==> src/rtl/tg_pkg.sv <==
package tg_pkg;
  typedef enum logic { EDGE_RISE = 1'b0, EDGE_FALL = 1'b1 } edge_kind_e;
endpackage

==> src/rtl/tg_edge_sync.sv <==
module tg_edge_sync #(
  parameter tg_pkg::edge_kind_e KIND = tg_pkg::EDGE_FALL
) (
  input  logic clk,
  input  logic rst_n,
  input  logic din,
  output logic pulse
);
  logic meta_q, sync_q, prev_q;

  always_ff @(posedge clk) begin
    if (!rst_n) begin
      meta_q <= 1'b0;
      sync_q <= 1'b0;
      prev_q <= 1'b0;
    end else begin
      meta_q <= din;
      sync_q <= meta_q;
      prev_q <= sync_q;
    end
  end

  generate
    if (KIND == tg_pkg::EDGE_FALL) begin : g_fall
      assign pulse = prev_q & ~sync_q;
    end else begin : g_rise
      assign pulse = sync_q & ~prev_q;
    end
  endgenerate
endmodule

==> src/rtl/tg_host_wdog.sv <==
module tg_host_wdog #(
  parameter int WIN_CYC = 20
) (
  input  logic clk,
  input  logic rst_n,
  input  logic kick,
  output logic expired,
  output logic trip
);
  localparam int CW = $clog2(WIN_CYC + 1);
  localparam logic [CW-1:0] LAST = CW'(WIN_CYC - 1);

  logic [CW-1:0] cnt_q;
  logic          exp_q;

  always_ff @(posedge clk) begin
    if (!rst_n) begin
      cnt_q <= LAST;
      exp_q <= 1'b1;
    end else if (kick) begin
      cnt_q <= '0;
      exp_q <= 1'b0;
    end else if (cnt_q == LAST) begin
      exp_q <= 1'b1;
    end else begin
      cnt_q <= cnt_q + 1'b1;
    end
  end

  assign expired = exp_q;
  assign trip    = ~exp_q & ~kick & (cnt_q == LAST);


  kick_clears_chk: assert property (@(posedge clk) disable iff (!rst_n)
    kick |=> (!expired && cnt_q == '0));

  window_end_expires_chk: assert property (@(posedge clk) disable iff (!rst_n)
    (!expired && !kick && cnt_q == LAST) |=> expired);
endmodule

==> src/rtl/tg_xclk_wdog.sv <==
module tg_xclk_wdog #(
  parameter int HB_WIN = 4
) (
  input  logic clk,
  input  logic rst_n,
  input  logic local_edge,
  input  logic host_tick,
  output logic expired,
  output logic trip
);
  localparam int CW = $clog2(HB_WIN + 1);
  localparam logic [CW-1:0] LAST = CW'(HB_WIN - 1);

  logic [CW-1:0] cnt_q;
  logic          exp_q;

  always_ff @(posedge clk) begin
    if (!rst_n) begin
      cnt_q <= LAST;
      exp_q <= 1'b1;
    end else if (local_edge) begin
      cnt_q <= '0;
      exp_q <= 1'b0;
    end else if (host_tick) begin
      if (cnt_q == LAST) exp_q <= 1'b1;
      else               cnt_q <= cnt_q + 1'b1;
    end
  end

  assign expired = exp_q;
  assign trip    = ~exp_q & ~local_edge & host_tick & (cnt_q == LAST);


  local_edge_heals_chk: assert property (@(posedge clk) disable iff (!rst_n)
    local_edge |=> !expired);

  idle_holds_state_chk: assert property (@(posedge clk) disable iff (!rst_n)
    (!local_edge && !host_tick) |=> ($stable(expired) && $stable(cnt_q)));
endmodule

==> src/rtl/tel_guard_enable.sv <==
module tel_guard_enable #(
  parameter int SYS_HZ = 50_000_000,
  parameter int WIN_MS = 600,
  parameter int HB_WIN = 4
) (
  input  logic clk,
  input  logic rst_n,
  input  logic hb_in,
  input  logic slow_clk_in,
  input  logic amp_brake_en,
  output logic guard_en,
  output logic wd_fault
);
  localparam int WIN_CYC = (SYS_HZ / 1000) * WIN_MS;

  logic hb_fall, lc_rise;
  logic host_exp, host_trip, xclk_exp, xclk_trip;
  logic fault_q;

  tg_edge_sync #(.KIND(tg_pkg::EDGE_FALL)) u_hb_sync (
    .clk(clk), .rst_n(rst_n), .din(hb_in), .pulse(hb_fall));

  tg_edge_sync #(.KIND(tg_pkg::EDGE_RISE)) u_lc_sync (
    .clk(clk), .rst_n(rst_n), .din(slow_clk_in), .pulse(lc_rise));

  tg_host_wdog #(.WIN_CYC(WIN_CYC)) u_host (
    .clk(clk), .rst_n(rst_n), .kick(hb_fall),
    .expired(host_exp), .trip(host_trip));

  tg_xclk_wdog #(.HB_WIN(HB_WIN)) u_xclk (
    .clk(clk), .rst_n(rst_n), .local_edge(lc_rise), .host_tick(hb_fall),
    .expired(xclk_exp), .trip(xclk_trip));

  always_ff @(posedge clk) begin
    if (!rst_n) fault_q <= 1'b0;
    else        fault_q <= fault_q | host_trip | xclk_trip;
  end

  assign wd_fault = fault_q;
  assign guard_en = rst_n & amp_brake_en & ~(host_exp | xclk_exp | fault_q);


  reset_blocks_chk: assert property (@(posedge clk) !rst_n |-> !guard_en);

  fault_blocks_chk: assert property (@(posedge clk) disable iff (!rst_n)
    (wd_fault || !amp_brake_en) |-> !guard_en);

  fault_sticky_chk: assert property (@(posedge clk) disable iff (!rst_n)
    wd_fault |=> wd_fault);

  trip_latches_chk: assert property (@(posedge clk) disable iff (!rst_n)
    (host_trip || xclk_trip) |=> (wd_fault && !guard_en));
endmodule

==> config.mk <==
export PLATFORM = sky130hd
export DESIGN_NAME = tel_guard_enable
export DESIGN_NICKNAME = d
export VERILOG_FILES = /design/src/rtl/tg_pkg.sv /design/src/rtl/tg_edge_sync.sv /design/src/rtl/tg_host_wdog.sv /design/src/rtl/tg_xclk_wdog.sv /design/src/rtl/tel_guard_enable.sv
export SDC_FILE = /design/constraint.sdc
export NUM_CORES = 1
export LEC_CHECK = 0
export ABC_AREA = 1
export BUFFER_PORTS_ARGS = -buffer_cell sky130_fd_sc_hd__buf_2
export CELL_PAD_IN_SITES_DETAIL_PLACEMENT = 2
export CELL_PAD_IN_SITES_GLOBAL_PLACEMENT = 2
export CORE_AREA = 5 5 82 84
export CTS_CLUSTER_SIZE = 8
export DETAILED_ROUTE_END_ITERATION = 7
export DIE_AREA = 0 0 87 89
export PLACE_DENSITY_LB_ADDON = 0.1
export REMOVE_ABC_BUFFERS = 1
export SLEW_MARGIN = 40
export SYNTH_ARGS = -nofsm -noshare
export SYNTH_HDL_FRONTEND = slang
export SYNTH_SLANG_ARGS = --single-unit
export TNS_END_PERCENT = 30
==> constraint.sdc <==
create_clock -name clk -period 2.8 [get_ports clk]
set_input_delay 0.42 -clock clk [delete_from_list [all_inputs] [get_ports clk]]
set_output_delay 0.42 -clock clk [all_outputs]
set_load 0.02 [all_outputs]
==> Yosys cells after proc, flatten, opt, wreduce, memory -nomap -nowiden <==
Index checks and enable logic that the tools add are counted.
{ "word_totals": {"ff_bits": 37, "inputBits": 5, "output_inout_bits": 2, "wordCells": 59} }
{ "classes": {"addsub": 2, "eq_ne": 4, "n_mux": 10, "n_bitwise": 22, "reduce_logical": 8} }
{ "ops": {"columns": ["operator", "count"], "rows": [
  ["two-way mux 25 bit", 2],
  ["adder 25 x 1 -> 25 bit, second input constant", 1],
  ["== test 25 bit, second input constant", 1],
  ["bitwise AND 1 bit", 9],
  ["inverter 1 bit", 9],
  ["two-way mux 2 bit", 3],
  ["AND reduction 2 bit", 3],
  ["nonzero test 2 bit", 3],
  ["two-way mux 1 bit", 5],
  ["!= test 2 x 1 -> 1 bit, second input constant", 2],
  ["bitwise OR 1 bit", 4],
  ["OR reduction 2 bit", 2],
  ["adder 3 x 1 -> 3 bit, second input constant", 1],
  ["== test 3 x 2 -> 1 bit, second input constant", 1]
]} }

==> Depth between registers and ports, before layout <==
Gate-level depths: netlist of run 1.
{ "depth": {"word_depth": 7, "ltp_mapped": 10} }

==> Modules after synthesis <==
A second synthesis of run 1 with hierarchy kept.
{ "hier_totals": {"cells_unflattened": 329, "hier_area_um2": 2049.5} }
{ "by_module_without_submodules": {"columns": ["mod", "n_inst", "cells_per_inst", "area_each_um2"], "rows": [
  ["tg_host_wdog", 1, 261, 1571.5],
  ["tg_xclk_wdog", 1, 36, 237.7],
  ["tg_edge_sync at u_lc_sync", 1, 11, 92.6],
  ["tg_edge_sync at u_hb_sync", 1, 11, 90.1],
  ["tel_guard_enable", 1, 10, 57.6]
]} }

==> Worst setup path after synthesis of run 1 <==
Ideal clock, no wire load.
{ "synth_timing": {"path_kind": "input to output", "from": "input port rst_n", "to": "output port guard_en", "arrival_time_ps": 1262, "slack_ps": 1118, "cell_stages": 3, "path_buffers": 1, "cell_sequence": "buf_2 nand2_1 nor4_1"} }
{ "synth_between": {"elab_chain_len": 2} }
{ "synth_rtl": {"columns": ["element", "line", "rtl"], "rows": [
  ["from (decl)", "tel_guard_enable.sv:7", "input logic rst_n,"],
  ["bitwise AND 1 bit (2 in series)", "tel_guard_enable.sv:40", "assign guard_en = rst_n & amp_brake_en & ~(host_exp | xclk_exp | fault_q);"],
  ["to (decl)", "tel_guard_enable.sv:11", "output logic guard_en,"]
]} }
No other way between the ends.

==> Worst setup path after layout of run 1 <==
{ "layout_timing": {"from": "register u_host.cnt_q[1]", "to": "register u_host.cnt_q[24]"} }
{ "layout_between": {"elab_chain_len": 3, "word_cells_on_any_way": 5, "cone_classes": "add/sub (1); eq/ne (2); mux (2)"} }
{ "layout_rtl": {"columns": ["element", "line", "rtl"], "rows": [
  ["from (decl)", "tg_host_wdog.sv:13", "logic [CW-1:0] cnt_q;"],
  ["from (signal assigned)", "tg_host_wdog.sv:26", "cnt_q <= cnt_q + 1'b1;"],
  ["adder 25 x 1 -> 25 bit", "tg_host_wdog.sv:26", null],
  ["two-way mux 25 bit", "tg_host_wdog.sv:23", "end else if (cnt_q == LAST) begin"],
  ["two-way mux 25 bit", "tg_host_wdog.sv:20", "end else if (kick) begin"]
]} }
Several ways; a longest one is shown, not always the timed one. The select of a mux whose other input is x is not followed.
A chain may end at the register's enable or synchronous reset.

==> summary.md, run 1 <==
| Metric | Value |
|---|---|
| Global-route wire length before repair | `~11,000 um` |
| Num ports | `7` |
| H-tree depth | `2` |
| DRC viols | `0` |
| Global-route usage over all layers | `around 18%` |
| Final hold violations | `0` |
| CTS sink count | `37` |
| Setup ws final | `0.988 ns` |
| Post-synth EDFFs | `0` |
| Worst Max-Slew Pin Slew | `0.521 ns` |
| Vias after detailed routing | `roughly 2,000` |
| CP Class | `reg2reg` |
| Pin count of the biggest net entering global routing | `29` |
| Row count | `28` |
| # setup viols final | `0` |
| Power Density | `572 mW/mm^2` |
| # diodes | `0` |
| Worst r2r src | `u_host.cnt_q[1]` |
| Crit. End Element | `flip-flop` |
| Initial Utilization | `34.9%` |
| Final instance area | `between 0.002 and 0.0025 mm^2` |
| Post-Synth Adder-Cell Area | `1.84%` |
| Pre-CTS setup slack | `0.983 ns` |
| Most flop-heavy register | `u_host.cnt_q` |
| TritonCTS clock tree | `yes` |
| Final Max Slew Viols | `0` |
| Tcrit/Tclk final | `between 60% and 70%` |
| Layout cell share with drive strength beyond 1 | `a little over a tenth` |
| Distinct cells, synth | `26` |
| Crit path from | `u_host.cnt_q[1]` |
| Post-DP Area | `0.00215 mm^2` |
| Total CTS buffers | `5` |
| Syn Area/Cell | `roughly 6.4 um^2` |
| Vias in the first global route | `roughly 2,300` |
| RSZ-0062 raised after global routing | `no` |
| Final Skew | `roughly 0.0044 ns` |
| Mapped Area | `a little over 0.002 mm^2` |
| Post-route ant nets | `0` |
| IO Port Bufs | `6` |
| R2R depth | `8` |
| Hold buffer count at cts | `0` |
| Pre-Repair DR Iteration Count | `4` |
| Hold Crit Class | `in2reg` |
| Die extent in y | `89 um` |
| Detailed Route Iter0 Violations | `50` |
| Max-Cap Viols | `0` |
| GP Congestion | `0.738` |
| Postcts setup bufs | `0` |
| Leak pwr | `1.09 nW` |
| Seq cells post-synth | `37` |
| Detailed Route WL | `6170 um` |
| Vias per std cell | `approximately 5` |
| Reg-to-reg slack, setup | `0.99 ns` |
| Total die area | `~0.0077 mm^2` |
| Synth warn | `0` |
| Syn Inst Count | `between 300 and 400` |
| Top_reg_cell synth | `dfxtp_1` |
| Relative slew slack | `65.3%` |
| # fillers | `734` |
| Layout area overhead | `9.56%` |
| Nets@finish | `roughly 340` |
| CP max FO | `4` |
| Register area share after synthesis | `36.3%` |
| Max Fclk | `roughly 0.55 GHz` |
| Post-Synth Simple-Gate Area | `43.0%` |
| Async SR Flop Fraction | `0%` |
| Mux contribution to synthesized area | `0%` |
| Hpwl dp | `4910 um` |
| DR WL/cell | `around 15 um` |
| DIE WIDTH | `87 um` |
| Initial antenna violation count | `0` |
| Startpoint types | `flip-flop` |
| Core ar. | `0.00585 mm^2` |
| Post-synthesis xor/xnor area fraction | `0.858%` |
| Setup tns final | `0 ns` |
| Maximum root-to-sink buffer count | `2` |
| GRT Residual Overflow | `0` |
| Biggest regs | `u_host.cnt_q: 25 flops, u_xclk.cnt_q: 3 flops` |
| Clk pin slew, worst setup/hold paths | `0.07 ns` |
| Peak supply drop | `0.245 mV` |
| CTS resizes | `0` |
| Setup crit end | `u_host.cnt_q[24]` |
| Critical Path AT | `1.98 ns` |
| Worst EP required | `2.96 ns` |
| Synth Area in Compound Gates | `7.72%` |
| Largest family of logic cells by synthesized area | `simple AND/OR/NAND/NOR gates` |
| Status | `completed` |
| Worst r2r dst | `u_host.cnt_q[24]` |
| Clock period minus worst slack | `1.81 ns` |
| Worst-Skew Late Latency | `approximately 0.29 ns` |
| Clock root buffer | `clkbuf_8` |
| Max reg flops | `25` |
-- cells by family (layout without fill, tap and decap cells) --
group                    Yosys count  count (layout)
AND/OR/NAND/NOR                  192             192
buffers and inverters             55              64
flip-flops                        37              37
AO/OA/AOI/OAI                     30              30
adder cells (fa/ha/maj)            3               3
XOR/XNOR                           2               2
-- power breakdown --
part	switching, mW	internal, mW
sequential	0.0422	0.565
clock	0.186	0.195
combinational	0.193	0.0978
-- metal layers --
metal / routed length (um) / global-route usage [%] / vias up / share of wire (%)
met1: 2820 / 20.5 / 966 / 46
li1: - / - / 1008 / -
met5: 0 / 0 / - / 0
met4: 75 / 5.10 / 0 / 1.2
met3: 138 / 3.23 / 7 / 2.2
met2: 3140 / 33.5 / 16 / 51
-- how the worst min path moves through the flow --
stage	startpoint	endpoint	slack, ns	depth (start not counted)
2_1_floorplan	u_hb_sync.meta_q	u_hb_sync.sync_q	0.39	2
3_3_place_gp	u_hb_sync.meta_q	u_hb_sync.sync_q	0.41	2
3_5_place_dp	u_lc_sync.meta_q	u_lc_sync.sync_q	0.42	2
4_1_cts	hb_in	u_hb_sync.meta_q	0.31	3
5_1_grt	slow_clk_in	u_lc_sync.meta_q	0.32	3
6_report	hb_in	u_hb_sync.meta_q	0.31	3
-- stage by stage --
stage / total power, mW / cells / hold WS [ns] / util [%]
finish: 1.28 / 403 / 0.309 / 38.2
global route: 1.37 / 403 / 0.320 / 38.2
CTS: 1.30 / 403 / 0.305 / 38.2
detailed placement: 0.912 / 396 / 0.423 / 36.8
global placement: 0.902 / 396 / 0.413 / 36.8
floorplan: 0.827 / 314 / 0.390 / -
-- critical path: stages, from the launching register on --
cell and delay (ns):
dfxtp_1 0.40, ha_1 0.26, inv_1 0.08, nor3_1 0.41, nand2_1 0.14, inv_1 0.15, nand3_1 0.10, nand3_1 0.10
nand2_1 0.05
-- Yosys cell counts, types with 3 or more instances --
| library cell | n | area [um^2] |
|---|---|---|
| nand4_1 | 5 | 31.3 |
| nor2_1 | 43 | 161 |
| nand2_1 | 87 | 327 |
| ha_1 | 3 | 37.5 |
| a21oi_1 | 15 | 75.1 |
| nand2_2 | 6 | 37.5 |
| buf_2 | 3 | 15.0 |
| inv_1 | 46 | 173 |
| dfxtp_1 | 37 | 741 |
| nor3_1 | 6 | 30.0 |
| inv_2 | 3 | 11.3 |
| nor2_4 | 5 | 56.3 |
| nand3_1 | 31 | 155 |
| o21ai_0 | 9 | 45.0 |
| nor2_2 | 4 | 25.0 |
-- cell usage in the layout (no fill, tap or decap), drive strengths merged --
cell type and instances:
clkinv 1, nand4 5, nand2 95, nor4 1, xor2 2, nand3 31
o21bai 1, o22ai 2, dfxtp 37, or2 1, o211ai 1, nor2 53
nor3 6, inv 49, a21oi 15, ha 3, o21ai 11, buf 7
clkbuf 7
-- layout make-up --
class	instances	area [um^2]	area share, %
repair buffers	7	37.5	1.68
well taps	75	93.8	4.19
multi-input cells	227	1090	48.8
clock buffers	7	86.3	3.86
inverters	50	188	8.39
flip-flops and latches	37	741	33.1
No activity file was read; power rests on OpenSTA's default activity.
==> run 2: changes to the inputs <==
--- a/config.mk
+++ b/config.mk
@@ -5,14 +5,14 @@
 export SDC_FILE = /design/constraint.sdc
 export NUM_CORES = 1
 export LEC_CHECK = 0
-export ABC_AREA = 1
+export ABC_AREA = 0
 export BUFFER_PORTS_ARGS = -buffer_cell sky130_fd_sc_hd__buf_2
 export CELL_PAD_IN_SITES_DETAIL_PLACEMENT = 2
 export CELL_PAD_IN_SITES_GLOBAL_PLACEMENT = 2
-export CORE_AREA = 5 5 82 84
+export CORE_AREA = 5 5 76 78
 export CTS_CLUSTER_SIZE = 8
 export DETAILED_ROUTE_END_ITERATION = 7
-export DIE_AREA = 0 0 87 89
+export DIE_AREA = 0 0 81 83
 export PLACE_DENSITY_LB_ADDON = 0.1
 export REMOVE_ABC_BUFFERS = 1
 export SLEW_MARGIN = 40
==> constraint.sdc (replaced) <==
create_clock -name clk -period 1.74 [get_ports clk]
set_input_delay 0.261 -clock clk [delete_from_list [all_inputs] [get_ports clk]]
set_output_delay 0.261 -clock clk [all_outputs]
set_load 0.02 [all_outputs]
==> run 2 against run 1 <==
Against the previous run: area after synthesis fell by 11%; critical path depth fell by 3; sequential power rose by 81%; via count fell by 9.4%; clock skew rose by 0.0041 ns; largest power group is now combinational logic; largest cell class unchanged; first-iteration DRC count rose by 60%; fmax rose by 7.4%; non-clock buffer count rose by 31; utilization rose by 7.2 points; register-to-register slack got worse by 0.94 ns; hold slack got worse by 0.14 ns; clock power rose by 58%.
==> summary.md, run 2 <==
| Metric | Value |
|---|---|
| Status | `completed` |
| TritonCTS clock tree | `yes` |
| Leak pwr | `0.886 nW (-19%)` |
| CP max FO | `8 (+4)` |
| Syn Area/Cell | `8.55 um^2 (+34%)` |
| Final Max Slew Viols | `0 (unchanged)` |
| Global-route wire length before repair | `10,100 um (-5.2%)` |
| Post-synth top area share | `40.9% (+4.6 points)` |
| GP Congestion | `0.811 (+9.8%)` |
| Final Skew | `0.00852 ns (+0.00414 ns)` |
| Clock root buffer | `clkbuf_8` |
| GRT Residual Overflow | `0 (unchanged)` |
| Clock period minus worst slack | `1.69 ns (-0.124 ns)` |
| Nets@finish | `254 (-24%)` |
| Initial Utilization | `36.2% (+1.3 points)` |
| Total CTS buffers | `5 (unchanged)` |
| Most flop-heavy register | `u_host.cnt_q` |
| RSZ-0062 raised after global routing | `yes` |
| Detailed Route Iter0 Violations | `80 (+60%)` |
| DIE WIDTH | `81 um (-6.9%)` |
| H-tree depth | `2 (unchanged)` |
| Syn Inst Count | `212 (-34%)` |
| # setup viols final | `0 (unchanged)` |
| Mapped Area | `0.00181 mm^2 (-11%)` |
| Seq cells post-synth | `37 (unchanged)` |
| Area contributors post-synth | `dfxtp_1 41%, nand3_1 5.0%, and2_1 3.8%` |
| Startpoint types | `flip-flop` |
| Final hold violations | `0 (unchanged)` |
| Pre-Repair DR Iteration Count | `4 (unchanged)` |
| Layout cell share with drive strength beyond 1 | `27.5% (+17 points)` |
| Die extent in y | `83 um (-6.7%)` |
| Post-synth top cells | `37 x dfxtp_1, 18 x nand3_1, 13 x nand2_1, 11 x and2_1, 11 x nor2_1` |
| Max Fclk | `0.593 GHz (+7.4%)` |
| Power Density | `1290 mW/mm^2 (+130%)` |
| Hold buffer count at cts | `0 (unchanged)` |
| Tot Pwr | `2.94 mW (+130%)` |
| Core ar. | `0.00501 mm^2 (-14%)` |
| DRC viols | `0 (unchanged)` |
| Critical Path AT | `1.87 ns (-0.11 ns)` |
| Distinct cells, synth | `42 (+62%)` |
| Total die area | `0.00672 mm^2 (-13%)` |
| Cell with the most instances after synthesis | `dfxtp_1` |
| CTS sink count | `37 (unchanged)` |
| Biggest regs | `u_host.cnt_q: 25 flops, u_xclk.cnt_q: 3 flops` |
| Num ports | `7 (unchanged)` |
| Worst-Skew Late Latency | `0.29 ns (about the same)` |
| Hold Crit Class | `in2reg` |
| Relative slew slack | `70.9% (+5.6 points)` |
| Setup tns final | `0 ns (unchanged)` |
| Crit. End Element | `flip-flop` |
| Worst Max-Slew Pin Slew | `0.436 ns (-0.0845 ns)` |
| Async SR Flop Fraction | `0% (unchanged)` |
| Maximum root-to-sink buffer count | `2 (unchanged)` |
| Post-route ant nets | `0 (unchanged)` |
| Global-route usage over all layers | `19.3% (+1.5 points)` |
| Top_reg_cell synth | `dfxtp_1` |
| Clk pin slew, worst setup/hold paths | `0.08 ns (about the same)` |
| Final hold slack | `0.169 ns (-0.141 ns)` |
| DR WL/cell | `19.1 um (+25%)` |
| Tcrit/Tclk final | `97.0% (+32 points)` |
| Detailed Route WL | `6050 um (-1.9%)` |
| Row count | `26 (-7.1%)` |
| Vias in the first global route | `1,976 (-12%)` |
| Vias after detailed routing | `1,809 (-9.4%)` |
| Vias per std cell | `5.71 (+15%)` |
| Register area share after synthesis | `40.9% (+4.6 points)` |
| Peak supply drop | `0.416 mV (+70%)` |
| Max-Cap Viols | `0 (unchanged)` |
| IO Port Bufs | `6 (unchanged)` |
| Max reg flops | `25 (unchanged)` |
| Synth warn | `0 (unchanged)` |
| Pin count of the biggest net entering global routing | `23 (-21%)` |
| # diodes | `0 (unchanged)` |
| Cell taking the most area after synthesis | `dfxtp_1` |
| Hpwl dp | `4310 um (-12%)` |
| Worst EP required | `1.93 ns (-1.03 ns)` |
| Layout area overhead | `25.6%` |
| CP Class | `reg2reg` |
| Commonest non-fill, non-tap cells in the layout | `31 x buf_4, 31 x dfxtp_1, 18 x nand3_1` |
| Initial antenna violation count | `0 (unchanged)` |
| Post-synth EDFFs | `0 (unchanged)` |
[run 2: cell count changes after synthesis, moves of 6 or more]
cell | before | now
inv_1 | 46 | 8
nand2_1 | 87 | 13
nor2_1 | 43 | 11
xnor2_1 | 0 | 6
and2_1 | 0 | 11
nand2_2 | 6 | 0
nand3_1 | 31 | 18
[run 2: worst paths after layout]
check,slack [ns],to,from,cells after the start
setup / recovery,0.05,u_host.cnt_q[21],u_host.cnt_q[2],5
hold / removal,0.17,u_hb_sync.meta_q,hb_in,2
setup reg to reg,0.05,u_host.cnt_q[21],u_host.cnt_q[2],5
hold reg to reg,0.44,u_hb_sync.sync_q,u_hb_sync.meta_q,1
[run 2: repair_timing]
item / CTS / global route
buffers inserted: 0 / 4
resized for setup: 5 / 19
setup endpoints to repair: 6 / 13
pin swaps: 2 / 4
[run 2: where the power goes]
group          internal (mW)  switching, mW
Clock                  0.278          0.325
Sequential             0.961          0.135
Combinational          0.552          0.691
Total                   1.79           1.15
[run 2: cell type report]
type                    count  area, um^2
flip-flops and latches     37         748
clock inverters             2        10.0
multi-input cells         156        1050
well taps                  70        87.6
inverters                   8        30.0
repair buffers             38         274
fillers                   565        2730
clock buffers               6        72.6
[run 2: kinds of logic after synthesis]
group / after synthesis / share of synthesized area, %
muxes: 2 / 1.17
xor gates and xnor gates: 7 / 3.38
DFF: 37 / 40.9
and+or+nand+nor: 100 / 32.0
buffers and inverters: 19 / 4.42
AOI/OAI and AO/OA: 44 / 16.1
adders and majority gates: 3 / 2.07
[run 2: worst max-delay path, cell delays in order, from the launching register on]
cell and delay [ns]:
dfxtp_1 0.48, nand4_1 0.20, nor3_1 0.21, buf_4 0.18
and3_1 0.16, mux2_2 0.33
[run 2: routing by layer]
metal / track usage, % / vias up / share of wire [%]
met4: 5.22 / 0 / 1.1
li1: - / 865 / -
met2: 34.2 / 21 / 53
met3: 3.90 / 6 / 2.7
met1: 23.1 / 917 / 44
met5: 0 / - / 0
[run 2: stage by stage]
step | util [%] | cells | instance area, um^2 | setup slack, ns
floorplan | - | 201 | 1760 | -0.371
global placement | 41.7 | 305 | 2090 | 0.0240
detailed placement | 41.7 | 305 | 2090 | -0.0489
CTS | 43.7 | 313 | 2190 | 0.00165
global route | 45.4 | 317 | 2280 | -0.00708
finish | 45.4 | 317 | 2280 | 0.0525
==> run 3: changes to the inputs <==
--- a/config.mk
+++ b/config.mk
@@ -9,10 +9,10 @@
 export BUFFER_PORTS_ARGS = -buffer_cell sky130_fd_sc_hd__buf_2
 export CELL_PAD_IN_SITES_DETAIL_PLACEMENT = 2
 export CELL_PAD_IN_SITES_GLOBAL_PLACEMENT = 2
-export CORE_AREA = 5 5 76 78
+export CORE_AREA = 5 5 70 85
 export CTS_CLUSTER_SIZE = 8
 export DETAILED_ROUTE_END_ITERATION = 7
-export DIE_AREA = 0 0 81 83
+export DIE_AREA = 0 0 75 90
 export PLACE_DENSITY_LB_ADDON = 0.1
 export REMOVE_ABC_BUFFERS = 1
 export SLEW_MARGIN = 40
==> run 3 against run 2 <==
Against the previous run: fmax is 3.2% lower; final cell count down 2.8%; hold slack improved by 0.0099 ns; sequential share of layout area hardly changed; cell area is 0.27% lower; flip-flop and latch count is the same; via count down 2.9%; worst setup slack got worse by 0.056 ns; clock-buffer cell count increased by 1; the run now ends with negative setup slack left.
==> summary.md, run 3 (synthesized netlist as in run 2, its figures left out) <==
| Metric | Value |
|---|---|
| Leak pwr | `0.888 nW (+0.28%)` |
| Detailed Route WL | `5940 um (-1.9%)` |
| Final Max Slew Viols | `0 (unchanged)` |
| Tcrit/Tclk final | `100% (+3.2 points)` |
| Net Sw Power | `1.09 mW (-5.6%)` |
| Worst Max-Slew Pin Slew | `0.383 ns (-0.0536 ns)` |
| CTS sink count | `37 (unchanged)` |
| Relative slew slack | `74.3% (+3.4 points)` |
| Switch share | `35.5% (-3.6 points)` |
| Maximum root-to-sink buffer count | `2 (unchanged)` |
| Slowest Stage Delay on Critical Path | `0.53 ns (+0.05 ns)` |
| Most common cell after layout, fill and taps aside | `dfxtp_1` |
| Biggest regs | `u_host.cnt_q: 25 flops, u_xclk.cnt_q: 3 flops` |
| Layout area overhead | `25.3%` |
| Clock root buffer | `clkbuf_8` |
| Post-DP Area | `0.00211 mm^2 (+0.84%)` |
| Worst-Skew Late Latency | `0.29 ns (about the same)` |
| IO Port Bufs | `6 (unchanged)` |
| Detailed Route Iter0 Violations | `39 (-51%)` |
| Worst r2r src | `u_host.cnt_q[0]` |
| Total CTS buffers | `5 (unchanged)` |
| Worst r2r dst | `u_host.cnt_q[20]` |
| Status | `complete, but fails checks` |
| DP Cell Count | `299 (-2.0%)` |
| Vias after detailed routing | `1,757 (-2.9%)` |
| Num ports | `7 (unchanged)` |
| Clock power frac | `25.7% (+5.2 points)` |
| Most flop-heavy register | `u_host.cnt_q` |
| Hold buffer count at cts | `0 (unchanged)` |
| # setup viols final | `1 (+1)` |
| Layout cell share with drive strength beyond 1 | `24.4% (-3.1 points)` |
| Critical Path AT | `1.96 ns (+0.09 ns)` |
| Worst EP required | `1.96 ns (+0.03 ns)` |
| Crit. End Element | `flip-flop` |
| TritonCTS clock tree | `yes` |
| Global-route wire length before repair | `9990 um (-0.82%)` |
| Failing checks | `negative setup slack` |
| Final instance area | `0.00227 mm^2 (-0.27%)` |
| Crit path from | `u_host.cnt_q[0]` |
| H-tree depth | `2 (unchanged)` |
| GRT Residual Overflow | `0 (unchanged)` |
| CP cell instances | `ha_2, buf_4, and4_4, nand2_2, or4_4, a21oi_2` |
| Crit path max-delay cell type | `or4_4` |
| Nets@finish | `253 (-0.39%)` |
| DIE WIDTH | `75 um (-7.4%)` |
| DRC viols | `0 (unchanged)` |
| DR WL/cell | `19.3 um (+0.93%)` |
| Final hold violations | `0 (unchanged)` |
| Clock period minus worst slack | `1.74 ns (+0.0556 ns)` |
| Max Fclk | `0.574 GHz (-3.2%)` |
| Total die area | `0.00675 mm^2 (+0.40%)` |
| Global-route usage over all layers | `19.3% (-0.036 points)` |
| Vias per std cell | `5.70 (about the same)` |
| Pre-Repair DR Iteration Count | `4 (unchanged)` |
| Setup crit end | `u_host.cnt_q[20]` |
| Commonest non-fill, non-tap cells in the layout | `33 x dfxtp_1, 30 x buf_4, 18 x nand3_1` |
| Sequential Power Share | `34.8% (-2.4 points)` |
| Startpoint types | `flip-flop` |
| Final Skew | `0.00825 ns (-0.000263 ns)` |
| Initial Utilization | `35.4% (-0.75 points)` |
| Peak supply drop | `0.461 mV (+11%)` |
| Delay-heaviest family, CP | `simple AND/OR/NAND/NOR gates` |
| Final hold slack | `0.179 ns (+0.00994 ns)` |
| CP Class | `reg2reg` |
| Setup ws final | `-0.00307 ns (-0.0556 ns)` |
| Clk pin slew, worst setup/hold paths | `0.08 ns (about the same)` |
| R2R depth | `6 (+1)` |
| Combinational power share | `39.4% (-2.8 points)` |
| # diodes | `0 (unchanged)` |
| Hpwl dp | `4680 um (+8.6%)` |
| Layout Cells excl Fill | `308 (-2.8%)` |
| Row count | `29 (+12%)` |
| GP Congestion | `0.818 (+0.94%)` |
| Pre-CTS setup slack | `-0.0652 ns (-0.0163 ns)` |
| Critical path depth | `6 (+1)` |
| Buf+Inv Stages, Crit Path | `1 (unchanged)` |
| Max reg flops | `25 (unchanged)` |
| Post-route ant nets | `0 (unchanged)` |
| Power Density | `1350 mW/mm^2 (+4.3%)` |
| Max-Cap Viols | `0 (unchanged)` |
| CP max FO | `5 (-3)` |
| Pin count of the biggest net entering global routing | `20 (-13%)` |
| Core ar. | `0.00512 mm^2 (+2.1%)` |
| Reg-to-reg slack, setup | `-0.003 ns (-0.06 ns)` |
| RSZ-0062 raised after global routing | `yes` |
| Vias in the first global route | `1,959 (-0.86%)` |
| Internal Power | `1.97 mW (+10%)` |
| Die extent in y | `90 um (+8.4%)` |
| Initial antenna violation count | `0 (unchanged)` |
| Hold Crit Class | `in2reg` |
[run 3: cell types whose count changed in the layout (fill, tap and decap cells not counted), moves of 2 or more]
cell and change:
dfxtp_2 -2, dfxtp_1 +2, nor4_1 +2, clkinv_2 -2
[run 3: repair_timing]
action,CTS,global route
cloned,0,0
pin swaps,2,2
gates resized for setup,8,6
endpoints found under the setup margin,7,8
setup buffers,0,1
[run 3: area by class of cell]
type	count	area (um^2)
tap	62	77.6
sequential	37	746
multi-input combinational	156	1020
clock buffer	7	86.3
inverter	8	30.0
fill	573	2850
timing repair buffer	37	275
clock inverter	1	30.0
[run 3: layer usage]
| metal | GRT usage (%) | wire length [um] | vias to the layer above |
|---|---|---|---|
| met2 | 34.3 | 3270 | 12 |
| met4 | 5.49 | 71 | 0 |
| met1 | 22.5 | 2480 | 879 |
| met5 | 0 | 0 | - |
| li1 | - | - | 861 |
| met3 | 3.68 | 116 | 5 |
[run 3: metrics by stage]
| step | power, mW | utilization, % | TNS, ns |
|---|---|---|---|
| after floorplan | 1.65 | - | -1.51 |
| after global placement | 2.18 | 41.2 | 0 |
| after detailed placement | 2.26 | 41.2 | -0.189 |
| after CTS | 3.09 | 43.8 | 0 |
| after global routing | 3.26 | 44.4 | -0.272 |
| final | 3.06 | 44.4 | -0.00307 |
[run 3: power groups by stage]
stage	logic, mW	registers (mW)	clock network (mW)
detailed placement	1.18	1.08	0
CTS	1.22	1.06	0.807
floorplan	0.577	1.08	0
finish	1.21	1.06	0.787
global route	1.33	1.08	0.853
global placement	1.12	1.06	0
[run 3: worst min-delay path by stage]
stage | startpoint | to | slack (ns) | cells after the start
after floorplan | rst_n | u_host.cnt_q[6] | 0.33 | 1
after global placement | u_hb_sync.meta_q | u_hb_sync.sync_q | 0.42 | 1
after detailed placement | u_lc_sync.meta_q | u_lc_sync.sync_q | 0.43 | 1
after CTS | slow_clk_in | u_lc_sync.meta_q | 0.17 | 2
after global routing | slow_clk_in | u_lc_sync.meta_q | 0.17 | 2
final | slow_clk_in | u_lc_sync.meta_q | 0.18 | 2
